--- config.mk ---
export PLATFORM = sky130hd
export DESIGN_NAME = cluster_rle_expander
export DESIGN_NICKNAME = d
export VERILOG_FILES = /design/src/rtl/cre_pkg.sv /design/src/rtl/cre_spe_decode.sv /design/src/rtl/cre_gap_calc.sv /design/src/rtl/cre_event_pick.sv /design/src/rtl/cluster_rle_expander.sv
export SDC_FILE = /design/constraint.sdc
export NUM_CORES = 1
export LEC_CHECK = 0
export ABC_AREA = 0
export BUFFER_PORTS_ARGS = -buffer_cell sky130_fd_sc_hd__buf_2
export CORE_MARGIN = 2
export CORE_UTILIZATION = 56
export DETAILED_ROUTE_END_ITERATION = 10
export GPL_TIMING_DRIVEN = 0
export PLACE_DENSITY = 0.8
export REMOVE_ABC_BUFFERS = 1
export SYNTH_ARGS = -nofsm -noshare
export SYNTH_HDL_FRONTEND = slang
export SYNTH_SLANG_ARGS = --single-unit
export TNS_END_PERCENT = 20
--- constraint.sdc ---
create_clock -name clk -period 3.2 [get_ports clk]
set_input_delay 0.32 -clock clk [delete_from_list [all_inputs] [get_ports clk]]
set_output_delay 0.32 -clock clk [all_outputs]
set_load 0.03 [all_outputs]
--- src/rtl/cre_pkg.sv ---
package cre_pkg;
    typedef enum logic [1:0] {
        PH_IDLE = 2'd0,
        PH_GAP  = 2'd1,
        PH_EVT  = 2'd2
    } phase_e;

    localparam int SPE_CODE_W = 2;
    localparam int SPE_MAX_SHIFT = 2;
endpackage

--- src/rtl/cre_spe_decode.sv ---
module cre_spe_decode
    import cre_pkg::*;
(
    input  logic [SPE_CODE_W-1:0] code,
    output logic [1:0]            shift
);
    always_comb begin
        case (code)
            2'd0:    shift = 2'd0;
            2'd1:    shift = 2'd1;
            default: shift = 2'(SPE_MAX_SHIFT);
        endcase
    end
endmodule

--- src/rtl/cre_gap_calc.sv ---
module cre_gap_calc #(
    parameter int TS_W  = 16,
    parameter int REP_W = TS_W + 2
) (
    input  logic [TS_W-1:0]  ts,
    input  logic [TS_W-1:0]  exp_ts,
    input  logic             first,
    input  logic [1:0]       shift,
    output logic [REP_W-1:0] replay
);
    logic [TS_W-1:0]  gap;
    logic [REP_W-1:0] gap_wide;

    always_comb begin
        gap      = first ? '0 : (ts - exp_ts);
        gap_wide = {{(REP_W-TS_W){1'b0}}, gap};
        replay   = gap_wide << shift;
    end
endmodule

--- src/rtl/cre_event_pick.sv ---
module cre_event_pick #(
    parameter int SAMPLE_W   = 16,
    parameter int EVENTS_MAX = 7,
    parameter int IDX_W      = 3
) (
    input  logic [EVENTS_MAX*SAMPLE_W-1:0] events,
    input  logic [IDX_W-1:0]               idx,
    output logic [SAMPLE_W-1:0]            sample
);
    logic [SAMPLE_W-1:0] lane [EVENTS_MAX];

    for (genvar g = 0; g < EVENTS_MAX; g++) begin : g_lane
        assign lane[g] = events[g*SAMPLE_W +: SAMPLE_W];
    end

    always_comb begin
        sample = '0;
        for (int i = 0; i < EVENTS_MAX; i++) begin
            if (idx == IDX_W'(i)) sample = lane[i];
        end
    end
endmodule

--- src/rtl/cluster_rle_expander.sv ---
module cluster_rle_expander
    import cre_pkg::*;
#(
    parameter int SAMPLE_W   = 16,
    parameter int TS_W       = 16,
    parameter int EVENTS_MAX = 7,
    parameter int CNT_W      = $clog2(EVENTS_MAX + 1)
) (
    input  logic                           clk,
    input  logic                           rst_n,
    input  logic                           cl_valid,
    output logic                           cl_ready,
    input  logic                           cl_first,
    input  logic [TS_W-1:0]                cl_ts,
    input  logic [CNT_W-1:0]               cl_count,
    input  logic [SPE_CODE_W-1:0]          cl_spe,
    input  logic [EVENTS_MAX*SAMPLE_W-1:0] cl_events,
    output logic                           out_valid,
    input  logic                           out_ready,
    output logic [SAMPLE_W-1:0]            out_sample,
    output logic [SAMPLE_W-1:0]            held_sample
);
    localparam int IDX_W = CNT_W;
    localparam int REP_W = TS_W + SPE_MAX_SHIFT;
    localparam int EVB_W = EVENTS_MAX * SAMPLE_W;

    typedef struct packed {
        phase_e              phase;
        logic [TS_W-1:0]     exp_ts;
        logic [SAMPLE_W-1:0] held;
        logic [REP_W-1:0]    rep;
        logic [IDX_W-1:0]    idx;
        logic [CNT_W-1:0]    cnt;
        logic [EVB_W-1:0]    events;
    } state_t;

    state_t st_q, st_d;

    logic [1:0]          spe_shift;
    logic [REP_W-1:0]    replay_len;
    logic [SAMPLE_W-1:0] picked;
    logic [CNT_W-1:0]    cnt_in;
    logic [IDX_W-1:0]    idx_inc;
    logic                accept;
    logic                replay_active;

    cre_spe_decode u_spe (
        .code  (cl_spe),
        .shift (spe_shift)
    );

    cre_gap_calc #(
        .TS_W  (TS_W),
        .REP_W (REP_W)
    ) u_gap (
        .ts     (cl_ts),
        .exp_ts (st_q.exp_ts),
        .first  (cl_first),
        .shift  (spe_shift),
        .replay (replay_len)
    );

    cre_event_pick #(
        .SAMPLE_W   (SAMPLE_W),
        .EVENTS_MAX (EVENTS_MAX),
        .IDX_W      (IDX_W)
    ) u_pick (
        .events (st_q.events),
        .idx    (st_q.idx),
        .sample (picked)
    );

    always_comb begin
        st_d    = st_q;
        cnt_in  = (cl_count > CNT_W'(EVENTS_MAX)) ? CNT_W'(EVENTS_MAX) : cl_count;
        idx_inc = st_q.idx + IDX_W'(1);
        accept  = cl_valid && (st_q.phase == PH_IDLE);

        case (st_q.phase)
            PH_IDLE: begin
                if (accept) begin
                    st_d.exp_ts = cl_ts + TS_W'(EVENTS_MAX);
                    if (cl_first) st_d.held = '0;
                    st_d.rep    = replay_len;
                    st_d.cnt    = cnt_in;
                    st_d.idx    = '0;
                    st_d.events = cl_events;
                    if (replay_len != '0)       st_d.phase = PH_GAP;
                    else if (cnt_in != '0)      st_d.phase = PH_EVT;
                    else                        st_d.phase = PH_IDLE;
                end
            end
            PH_GAP: begin
                if (out_ready) begin
                    st_d.rep = st_q.rep - REP_W'(1);
                    if (st_q.rep == REP_W'(1)) begin
                        st_d.phase = (st_q.cnt != '0) ? PH_EVT : PH_IDLE;
                    end
                end
            end
            PH_EVT: begin
                if (out_ready) begin
                    st_d.held = picked;
                    st_d.idx  = idx_inc;
                    if (idx_inc == st_q.cnt) st_d.phase = PH_IDLE;
                end
            end
            default: st_d.phase = PH_IDLE;
        endcase
    end

    always_ff @(posedge clk) begin
        if (!rst_n) begin
            st_q.phase  <= PH_IDLE;
            st_q.exp_ts <= '0;
            st_q.held   <= '0;
            st_q.rep    <= '0;
            st_q.idx    <= '0;
            st_q.cnt    <= '0;
            st_q.events <= '0;
        end else begin
            st_q <= st_d;
        end
    end

    assign replay_active = (st_q.phase == PH_GAP);
    assign cl_ready      = (st_q.phase == PH_IDLE);
    assign out_valid     = (st_q.phase != PH_IDLE);
    assign out_sample    = replay_active ? st_q.held : picked;
    assign held_sample   = st_q.held;
endmodule

== Word-level counts from Yosys, hierarchy flattened ==
Index checks and enable logic that the tools add are counted.

* Register bits after elaboration: 170
* Input port bits: 138
* Word-level logic and storage cells: 72

* $add $sub $neg: 4
* Order comparisons: 1
* Equality and inequality tests: 17
* Shifts and indexed selects: 1
* Mux-type cells: 27
* Reductions and logical operators: 15

{| class="wikitable"
|+ Operators with widths
! cell !! number
|-
| $mux W16 || 11
|-
| $mux W170 || 1
|-
| $pmux W18 S2 || 1
|-
| $pmux W16 S2 || 1
|-
| $eq A18 B1 Y1 const B || 1
|-
| $mux W18 || 1
|-
| $reduce_bool A18 Y1 || 1
|-
| $shl A16 B2 Y18 || 1
|-
| $sub A18 B1 Y18 const B || 1
|-
| $add A16 B3 Y16 const B || 1
|-
| $sub A16 B16 Y16 || 1
|-
| $mux W2 || 7
|-
| $eq A3 B3 Y1 const B || 3
|-
| $eq A3 B2 Y1 const B || 2
|-
| $mux W3 || 2
|-
| $ne A2 B1 Y1 const B || 3
|-
| $ne A2 B2 Y1 const B || 3
|-
| $pmux W2 S3 || 1
|-
| $pmux W3 S2 || 1
|-
| $reduce_and A3 Y1 || 2
|-
| $reduce_bool A2 Y1 || 3
|-
| $reduce_bool A3 Y1 || 2
|-
| $reduce_and A5 Y1 || 1
|-
| $eq A2 B1 Y1 const B || 2
|-
| other kinds (11) || 12
|}

== Logic depth before layout (Yosys ltp) ==
Gate-level depths: netlist (run 1).

* Word-level depth: 10
* Depth in mapped cells: 13

== By module ==
Synthesis (run 1) repeated with hierarchy kept, for this count alone.

* Cells, all modules: 1266
* Area total of the unflattened synthesis: 9640.5 um2

{| class="wikitable"
|+ Modules (own cells, without submodules)
! module !! instances !! cells each !! area each (um2) !! seq. area each (um2)
|-
| cluster_rle_expander || 1 || 917 || 7041.8 || 3403.3
|-
| cre_gap_calc || 1 || 193 || 1357.6 || 0.0
|-
| cre_event_pick || 1 || 154 || 1231.2 || 0.0
|-
| cre_spe_decode || 1 || 2 || 10.0 || 0.0
|}

== Worst setup path before layout (run 1) ==
No wires, ideal clock.

* Path type: input to register
* Start point: input cl_ts[0]
* End point: register st_q[169] in the netlist's numbering
* Library setup time: 74 ps
* Arrival time: 2902 ps
* Data required time: 3126 ps
* Setup slack: 224 ps
* Stages on the path: 12
* Buffers on the path: 0
* Path through: inv_1 -> ha_1 -> fa_1 -> nor2b_1 -> o31a_1 -> xnor2_1 -> nor2_1 -> or4b_2 -> nor4_1 -> nand4_1 -> or3_1 -> o22ai_2

* Cells in the longest elaborated chain, start to end: 7

{| class="wikitable"
|+ Ends and longest elaborated chain
! what !! RTL line !! source
|-
| from (decl) || cluster_rle_expander.sv:14 || <nowiki>input logic [TS_W-1:0] cl_ts,</nowiki>
|-
| $sub A16 B16 Y16 || cre_gap_calc.sv:15 || <nowiki>gap = first ? '0 : (ts - exp_ts);</nowiki>
|-
| $mux W16 || cre_gap_calc.sv:15 ||
|-
| $shl A16 B2 Y18 || cre_gap_calc.sv:17 || <nowiki>replay = gap_wide << shift;</nowiki>
|-
| $reduce_bool A18 Y1 || cluster_rle_expander.sv:88 || <nowiki>if (replay_len != '0) st_d.phase = PH_GAP;</nowiki>
|-
| $mux W2 || cluster_rle_expander.sv:88 ||
|-
| $mux W170 || cluster_rle_expander.sv:81 || <nowiki>if (accept) begin</nowiki>
|-
| $pmux W2 S3 || cluster_rle_expander.sv:79 || <nowiki>case (st_q.phase)</nowiki>
|-
| to (signal assigned) || cluster_rle_expander.sv:122 || <nowiki>st_q <= st_d;</nowiki>
|-
| to (decl) || cluster_rle_expander.sv:37 || <nowiki>state_t st_q, st_d;</nowiki>
|}

Every way passes these cells. The select of a mux whose other input is x is not followed.
A chain may end at the register's enable or synchronous reset.

== Final worst setup path (run 1) ==
* Start point: register, netlist name st_q[116]
* End point: output out_sample[7]

* Cells in the longest elaborated chain, start to end: 9
* Elaborated cells on any way between the ends: 15
* Classes of those cells: 6 x eq/ne; 8 x mux; 1 x reduce/logical

{| class="wikitable"
|+ Ends and longest elaborated chain
! what !! RTL line !! source
|-
| $logic_not A3 Y1 || cre_event_pick.sv:19 || <nowiki>if (idx == IDX_W'(i)) sample = lane[i];</nowiki>
|-
| $mux W16 (6 in a row) || cre_event_pick.sv:19 ||
|-
| $mux W16 * || cre_event_pick.sv:19 ||
|-
| $mux W16 * || cluster_rle_expander.sv:129 || <nowiki>assign out_sample = replay_active ? st_q.held : picked;</nowiki>
|-
| to (decl) || cluster_rle_expander.sv:20 || <nowiki>output logic [SAMPLE_W-1:0] out_sample,</nowiki>
|}

Mark *: on every way between the ends. The rest lies on a longest branch, timed or not.

==> impl_metrics.ini, run 1 <==
[status]
outcome = finished, violations left
violations = setup timing

[power]
leakagePower_nw = 4.60
ir_drop_mv = 0.409
powerDensity_nw_per_um2 = 511

[logic_synthesis]
yosysTopAreaCell = dfxtp_1
synth_area_leaders = dfxtp_1, nand2_1, a21oi_1
synth_top_family_by_area = compound AO/OA/AOI/OAI gates
synth_area_sq_um = 9050
synth_ff_type = dfxtp_1
synthSimpleGateAreaFrac_pct = 23.1
syn_avg_cell_area_sq_um = 7.47
synth_top_area_share_pct = 37.6
synthMuxAreaShare_pct = 2.67
synth-seq-cells = 170
synth-adder-area-share_pct = 3.54
yosys-top-cells-count = nand2_1, a21oi_1, dfxtp_1, nor2_1, clkbuf_1
synth_compound_area_share_pct = 24.0
synth_edf_count = 0
synth_xor_area_share_pct = 3.10
ys_types = 67
async_reset_ff_share_pct = 0
synthCells = 1211
ys_seq_area_share_pct = 37.6
synth.most_common_cell = nand2_1
ys_warn_count = 0

[grt]
antenna_found_initial = 0
grt_usage_pct = 27.8
grt_pass1_vias = 8267
grt_first_pass_wirelength_mm = 39.7
overflow = 0
grt_max_degree = 130

[floorplan]
coreArea_sq_um = 15800
start_util_pct = 57.2
die_y_microns = 131
dieWidth_microns = 131
die_area_sq_um = 17200
io_pins = 172
num_rows = 46

[place]
preCtsSetupSlack_ns = -0.624
dp_cells = 1502
portBuffers = 171
hpwl_mm = 16.0
placedInstanceArea_sq_um = 9860
place_congestion = 0.881

[critical_path]
slowest_stage = dfxtp_4
critical_path_class = register to output pin
critPathMaxStageDelay_ns = 0.36
r2r_cells = 12
end_kind = output pin
crit_arrival_ns = 2.90
required_ns = 2.88
startpoint_type = register
cp_common_cell = a21oi_2
cp_max_fo = 15
critical_path.cell_chain = inv_2 > ha_4 > nor2b_4 > buf_12 > buf_4 > a222oi_1 > nor3_1 > a21oi_1 > a211oi_2 > a21oi_2 > a21oi_2 > mux2_4 > buf_6

[routing]
drt_pass1_iterations = 9
dr_wl_met3_mm = 1.54
drt_iter0_markers = 817
finalWirelength_mm = 25.1
antenna_left = 0
routedWlPerCell_microns = 16.2
route.detailed.drc = 0
via_count = 9007
routed.top_layer = met4
m1WireLength_mm = 10.5
via_per_inst = 5.83
wl_met2_mm = 12.7

[layout]
final_core_util_pct = 69.2
area_growth_pct = 21.0
nNetsFinal = 1479
layout-drive-gt1-share_pct = 23.9
diodes = 0
finalInstanceArea_sq_um = 11000
finalNonFillerCells = 1545

[sta]
slew_violations = 0
hold-worst-slack_ns = 0.123
setup_viol = 1
maxSlewHeadroom_pct = 18.4
setup_slack_ns = -0.0171
max_clock_freq_ghz = 0.311
period_minus_slack_ns = 3.22
fin_skew_ns = 0.0123
hold_viol_final = 0
tightest_slew_ns = 1.22
grt_setup_unrepaired = yes
fin_crit_sh_pct = 101

[clock_tree]
clock_path_buffers = 2
cts_tree = done
clock_sinks = 170
cts_hold_buffers = 0
clock_latency_ns = 0.43
h-tree-depth = 4
clk_root_buffer_cell = clkbuf_16
cts_buffers = 17
clkTransAtPathRegs_ns = 0.07

[run]
max_cap_violations = 0

[worst_hold_path]
hold_path_class = primary input to register
hold_depth = 3
## repair_timing
item,4_1_cts,5_1_grt
resized for setup,40,60
pin swaps,4,25
setup buffers,4,6
gates cloned,0,1
endpoints found under the setup margin,44,20
## cells by family (layout without fill, tap and decap cells)
kind of cell | after synthesis | in the layout
xor+xnor | 32 | 32
buf+inv | 128 | 246
simple gates | 491 | 491
flops | 170 | 170
mux | 22 | 22
fa+ha+maj | 25 | 25
compound gates | 343 | 343
## final timing paths
check,end,start,slack [ns]
max,out_sample[7],st_q[116],-0.02
min,st_q[74],cl_events[74],0.12
max reg2reg,st_q[169],st_q[154],0.04
min reg2reg,st_q[64],st_q[64],0.45
## cell usage in the layout, fill, tap and decap left out, drive strengths merged, types with 12 or more instances in the layout
master	synthesis	final
mux2	17	17
nor3	26	26
o21ai	19	19
a21oi	187	187
a211oi	45	45
a22o	18	18
xor2	17	17
ha	24	24
clkbuf	83	21
a222oi	16	16
nor2	114	114
dfxtp	170	170
inv	26	31
buf	18	185
xnor2	15	15
nand3	12	12
nand2	275	275
## report_power, final
group / total [mW] / switching, mW / internal (mW) / leakage [nW]
registers: 2.34 / 0.0880 / 2.26 / 1.40
clock network: 2.05 / 0.939 / 1.12 / 0.281
logic: 1.20 / 0.715 / 0.484 / 2.92
total: 5.60 / 1.74 / 3.85 / 4.60
## metal layers
layer	vias to the layer above	global-route usage, %
met5	-	0
met4	0	9.30
met3	30	4.67
met2	343	48.0
met1	4198	35.3
li1	4436	-
## critical path: cells and delay by family (launching register included)
family,cells,cell delay [ns]
muxes,1,0.29
and+or+nand+nor,2,0.24
buffers and inverters,4,0.50
AOI/OAI and AO/OA,5,0.91
adders and majority gates,1,0.18
DFF,1,0.36
## final cells by class
class	instances	area, sq um
sequential	170	3410
timing repair buffer	187	1100
clock buffer	19	443
multi-input combinational	913	5480
tap	216	270
inverter	27	116
fill	1292	4870
clock inverter	13	138
## registers in the layout, indices dropped and copies added (netlist names)
name	cells
held_sample	16
st_q	154
## stage by stage
stage / TNS (ns) / power (mW)
4_1_cts: -0.0377 / 5.52
2_1_floorplan: -138.92 / 3.16
3_3_place_gp: -347.01 / 3.48
3_5_place_dp: -10.97 / 3.49
5_1_grt: -0.634 / 5.83
6_report: -0.0171 / 5.60
Power figures use the tool's default switching activity.
==> run 2: changes to the inputs <==
==> constraint.sdc (replaced) <==
create_clock -name clk -period 3.2 [get_ports clk]
set_input_delay 0.16 -clock clk [delete_from_list [all_inputs] [get_ports clk]]
set_output_delay 0.16 -clock clk [all_outputs]
set_load 0.03 [all_outputs]
==> impl_metrics.ini, run 2 (same netlist as run 1, synthesis figures left out) <==
[floorplan]
dieWidth_microns = 131
coreArea_sq_um = 15800
io_pins = 172
start_util_pct = 57.2
die_area_sq_um = 17200
num_rows = 46
die_y_microns = 131

[sta]
tightest_slew_ns = 1.28
grt_setup_unrepaired = yes
max_clock_freq_ghz = 0.311
fin_crit_sh_pct = 100
maxSlewHeadroom_pct = 14.4
setup_viol = 1
slew_violations = 0
setup_slack_ns = -0.0125
fin_skew_ns = 0.0110
hold_viol_final = 0
period_minus_slack_ns = 3.21
fin_setup_tns_ns = -0.0125

[place]
hpwl_mm = 16.0
place_congestion = 0.881
dp_cells = 1502
portBuffers = 171

[critical_path]
reg2reg_to = st_q[169]
crit_arrival_ns = 3.05
cp_max_fo = 7
required_ns = 3.04
r2r-start = st_q[154]
startpoint_type = register
critPathTopFamily = compound AO/OA/AOI/OAI gates
cp_num_buf_inv = 3
critical_path.cell_chain = inv_2 > ha_2 > nor3b_4 > buf_4 > a222oi_1 > nor3_1 > a21oi_1 > a211oi_1 > a21oi_1 > a21oi_1 > mux2_2 > buf_2
cp_common_cell = a21oi_1
critPathMaxStageDelay_ns = 0.38
r2r_slack_ns = 0.05
r2r_cells = 12
end_kind = output pin
slowest_stage = dfxtp_4
critical_path_class = register to output pin

[layout]
final_cell_mix = nand2_1, a21oi_1, buf_2
layout_commonest_cell = nand2_1
finalNonFillerCells = 1649
nNetsFinal = 1582
layout-drive-gt1-share_pct = 20.8
register_area_sq_um = 3410
multi_input_area_sq_um = 5420
regMostFlops = st_q
final_core_util_pct = 75.2
area_growth_pct = 31.5
largest_reg_flops = 154
nFillCells = 1079

[clock_tree]
clock_sinks = 170
clock_latency_ns = 0.43
clock_path_buffers = 2
clkTransAtPathRegs_ns = 0.07
cts_tree = done
clk_root_buffer_cell = clkbuf_16
cts_buffers = 17
h-tree-depth = 4

[routing]
finalWirelength_mm = 28.9
routedWlPerCell_microns = 17.5
via_count = 9838
route.detailed.drc = 0
drt_pass1_iterations = 7
drt_iter0_markers = 1079
antenna_left = 0
via_per_inst = 5.97

[worst_hold_path]
holdCritStartpoint = cl_events[82]
hold_depth = 3
hold_end = st_q[82]
hold_path_class = primary input to register

[status]
violations = setup timing
outcome = finished, violations left

[power]
power.total_mw = 5.71
powerDensity_nw_per_um2 = 480
leakagePower_nw = 5.00
ir_drop_mv = 0.404

[grt]
grt_pass1_vias = 9415
grt_max_degree = 130
overflow = 0
antenna_found_initial = 1
grt_usage_pct = 31.9
grt_first_pass_wirelength_mm = 45.3

[run]
max_cap_violations = 0
==> run 2: final cells by class <==
type                    instances  share of cell area, %
diodes                          1                 0.0210
clock buffers                  19                   3.72
flip-flops and latches        170                   28.7
clock inverters                13                   1.16
repair buffers                290                   17.7
well taps                     216                   2.27
multi-input cells             913                   45.5
inverters                      27                  0.936
==> run 2: timing repair <==
| action | 4_1_cts | 5_1_grt |
|---|---|---|
| pin swaps | 2 | 19 |
| gates cloned | 0 | 1 |
| buffers inserted | 3 | 2 |
| endpoints found under the setup margin | 44 | 20 |
| resized for setup | 23 | 53 |
| hold buffers | 108 | 0 |
| endpoints found under the hold margin | 108 | 0 |
==> run 2: routing by layer <==
layer / global-route usage, % / wire [microns]
met2: 56.4 / 14500
met4: 15.7 / 1350
met3: 6.21 / 2170
met5: 0 / 0
met1: 36.8 / 10900
==> run 2: worst max-delay path by stage <==
stage | from | to | slack [ns] | cells past startpoint
global route | st_q[115] | out_sample[5] | -0.08 | 12
global placement | st_q[168] | held_sample[4] | -3.73 | 4
detailed placement | st_q[117] | out_sample[14] | -0.46 | 9
floorplan | st_q[168] | held_sample[0] | -1.80 | 4
finish | st_q[115] | out_sample[11] | -0.01 | 12
CTS | st_q[152] | st_q[169] | -0.03 | 11
==> run 2: power by group <==
part / internal (mW) / leakage (nW) / switching, mW
clock: 1.12 / 0.281 / 0.927
sequential: 2.26 / 1.40 / 0.0902
combinational: 0.567 / 3.32 / 0.756
==> run 2: per-stage QoR <==
step,setup WS (ns),hold slack [ns],instance area [sq um]
finish,-0.0125,0.0127,11900
floorplan,-1.80,0.256,8610
CTS,-0.0256,0.00371,11600
detailed placement,-0.464,0.408,9860
global placement,-3.73,0.403,9740
global route,-0.0823,0.00110,11900
==> run 2: worst reg2reg max path, cell delays in order (launching register included) <==
cell and delay, ns:
dfxtp_1 0.35, inv_1 0.08, ha_4 0.23, nor2b_2 0.16, o31a_1 0.27, a211o_1 0.31
a221o_1 0.45, mux2i_1 0.23, a211oi_2 0.09, nor4_4 0.31, nand4_1 0.16, or3_4 0.36
o22ai_2 0.09
==> run 3: changes to the inputs <==
CTS_CLUSTER_DIAMETER = 100   (was default)
clock period = 3.4 ns   (was 3.2 ns; I/O delays follow)
==> impl_metrics.ini, run 3 (same netlist as run 1, synthesis figures left out) <==
[layout]
layout_commonest_cell = nand2_1
regMostFlops = st_q
finalNonFillerCells = 1634
largest_reg_flops = 154
finalInstanceArea_sq_um = 11500
multi_input_area_sq_um = 5200
final_cell_mix = nand2_1, a21oi_1, buf_2
layout-drive-gt1-share_pct = 17.9
nFillCells = 1166
register_area_sq_um = 3400
nNetsFinal = 1567
area_growth_pct = 27.3

[place]
placedInstanceArea_sq_um = 9860
hpwl_mm = 16.0
portBuffers = 171
dp_cells = 1502
preCtsSetupSlack_ns = -0.274
place_congestion = 0.881

[clock_tree]
cts_tree = done
clk_root_buffer_cell = clkbuf_16
clkTransAtPathRegs_ns = 0.07
clock_path_buffers = 2
cts_buffers = 17
clock_sinks = 170
clock_latency_ns = 0.43
h-tree-depth = 4

[routing]
finalWirelength_mm = 27.3
drt_iter0_markers = 969
routed.top_layer = met4
antenna_left = 0
wl_met2_mm = 13.9
dr_wl_met3_mm = 1.90
drt_pass1_iterations = 6
m1WireLength_mm = 10.7
routedWlPerCell_microns = 16.7
via_count = 9595
via_per_inst = 5.87
route.detailed.drc = 0

[power]
ir_drop_mv = 0.378
powerDensity_nw_per_um2 = 460
leakagePower_nw = 4.89

[critical_path]
crit_arrival_ns = 3.16
cp_common_cell = a21oi_1
slowest_stage = ha_2
startpoint_type = register
critical_path_class = register to output pin
critPathMaxStageDelay_ns = 0.56
cp_num_buf_inv = 2
required_ns = 3.23
cp_max_fo = 18
critPathTopFamily = compound AO/OA/AOI/OAI gates
critical_path.cell_chain = inv_1 > ha_2 > a222oi_1 > nor3_1 > a21oi_1 > a211oi_2 > a21oi_1 > a21oi_1 > mux2_2 > buf_2
end_kind = output pin

[floorplan]
die_area_sq_um = 17200
die_y_microns = 131
start_util_pct = 57.2
coreArea_sq_um = 15800
io_pins = 172
dieWidth_microns = 131
num_rows = 46

[grt]
antenna_found_initial = 1
overflow = 0
grt_usage_pct = 30.9
grt_max_degree = 130
grt_pass1_vias = 9206
grt_first_pass_wirelength_mm = 44.1

[sta]
fin_setup_tns_ns = 0
fin_crit_sh_pct = 97.9
period_minus_slack_ns = 3.33
grt_setup_unrepaired = yes
max_clock_freq_ghz = 0.300
slew_violations = 0
tightest_slew_ns = 1.17
setup_viol = 0
fin_skew_ns = 0.0129
hold-worst-slack_ns = 0.00621
setup_slack_ns = 0.0706
maxSlewHeadroom_pct = 21.8
hold_viol_final = 0

[worst_hold_path]
hold_path_class = primary input to register

[run]
max_cap_violations = 0

[status]
outcome = finished clean
run 3: metal layers:
layer | track usage (%) | vias to the layer above
li1 | - | 4621
met1 | 36.8 | 4447
met2 | 54.1 | 451
met3 | 5.86 | 76
met4 | 14.1 | 0
met5 | 0 | -
run 3: worst paths after layout:
| check | start | endpoint | slack (ns) | cells past startpoint |
|---|---|---|---|---|
| worst max register to register | st_q[152] | st_q[169] | 0.08 | 12 |
| worst min-delay path | cl_events[66] | st_q[66] | 0.006 | 3 |
| worst max-delay path | st_q[115] | out_sample[14] | 0.07 | 10 |
| worst min register to register | st_q[13] | st_q[13] | 0.45 | 2 |
run 3: repair_timing:
action                                 CTS  global route
gates resized for setup                 11             9
pin swaps                                1             0
endpoints found under the hold margin   97             0
setup endpoints to repair               19            19
cloned                                   0             0
buffers inserted                         1             1
hold buffers                            97             0
run 3: layout make-up:
type                    count  share of cell area, %
multi-input cells         913                   45.1
flip-flops and latches    170                   29.5
repair buffers            275                   17.0
clock buffers              19                   3.84
well taps                 216                   2.35
clock inverters            13                   1.19
inverters                  27                  0.966
diodes                      1                 0.0217
run 3: report_power, final:
group          leakage [nW]  internal, mW  switching, mW
Clock                 0.281          1.05          0.875
Sequential             1.39          2.12         0.0822
Combinational          3.21         0.493          0.677
run 3: through the flow:
stage	power, mW	util [%]
final	5.30	72.8
after CTS	5.27	72.4
after global placement	3.27	61.5
after global routing	5.53	72.8
after detailed placement	3.29	62.3
after floorplan	2.98	-
run 3: worst min-delay path: stages:
cell     delay [ns]
buf_2          0.11
nand2_1        0.05
a21oi_1        0.05
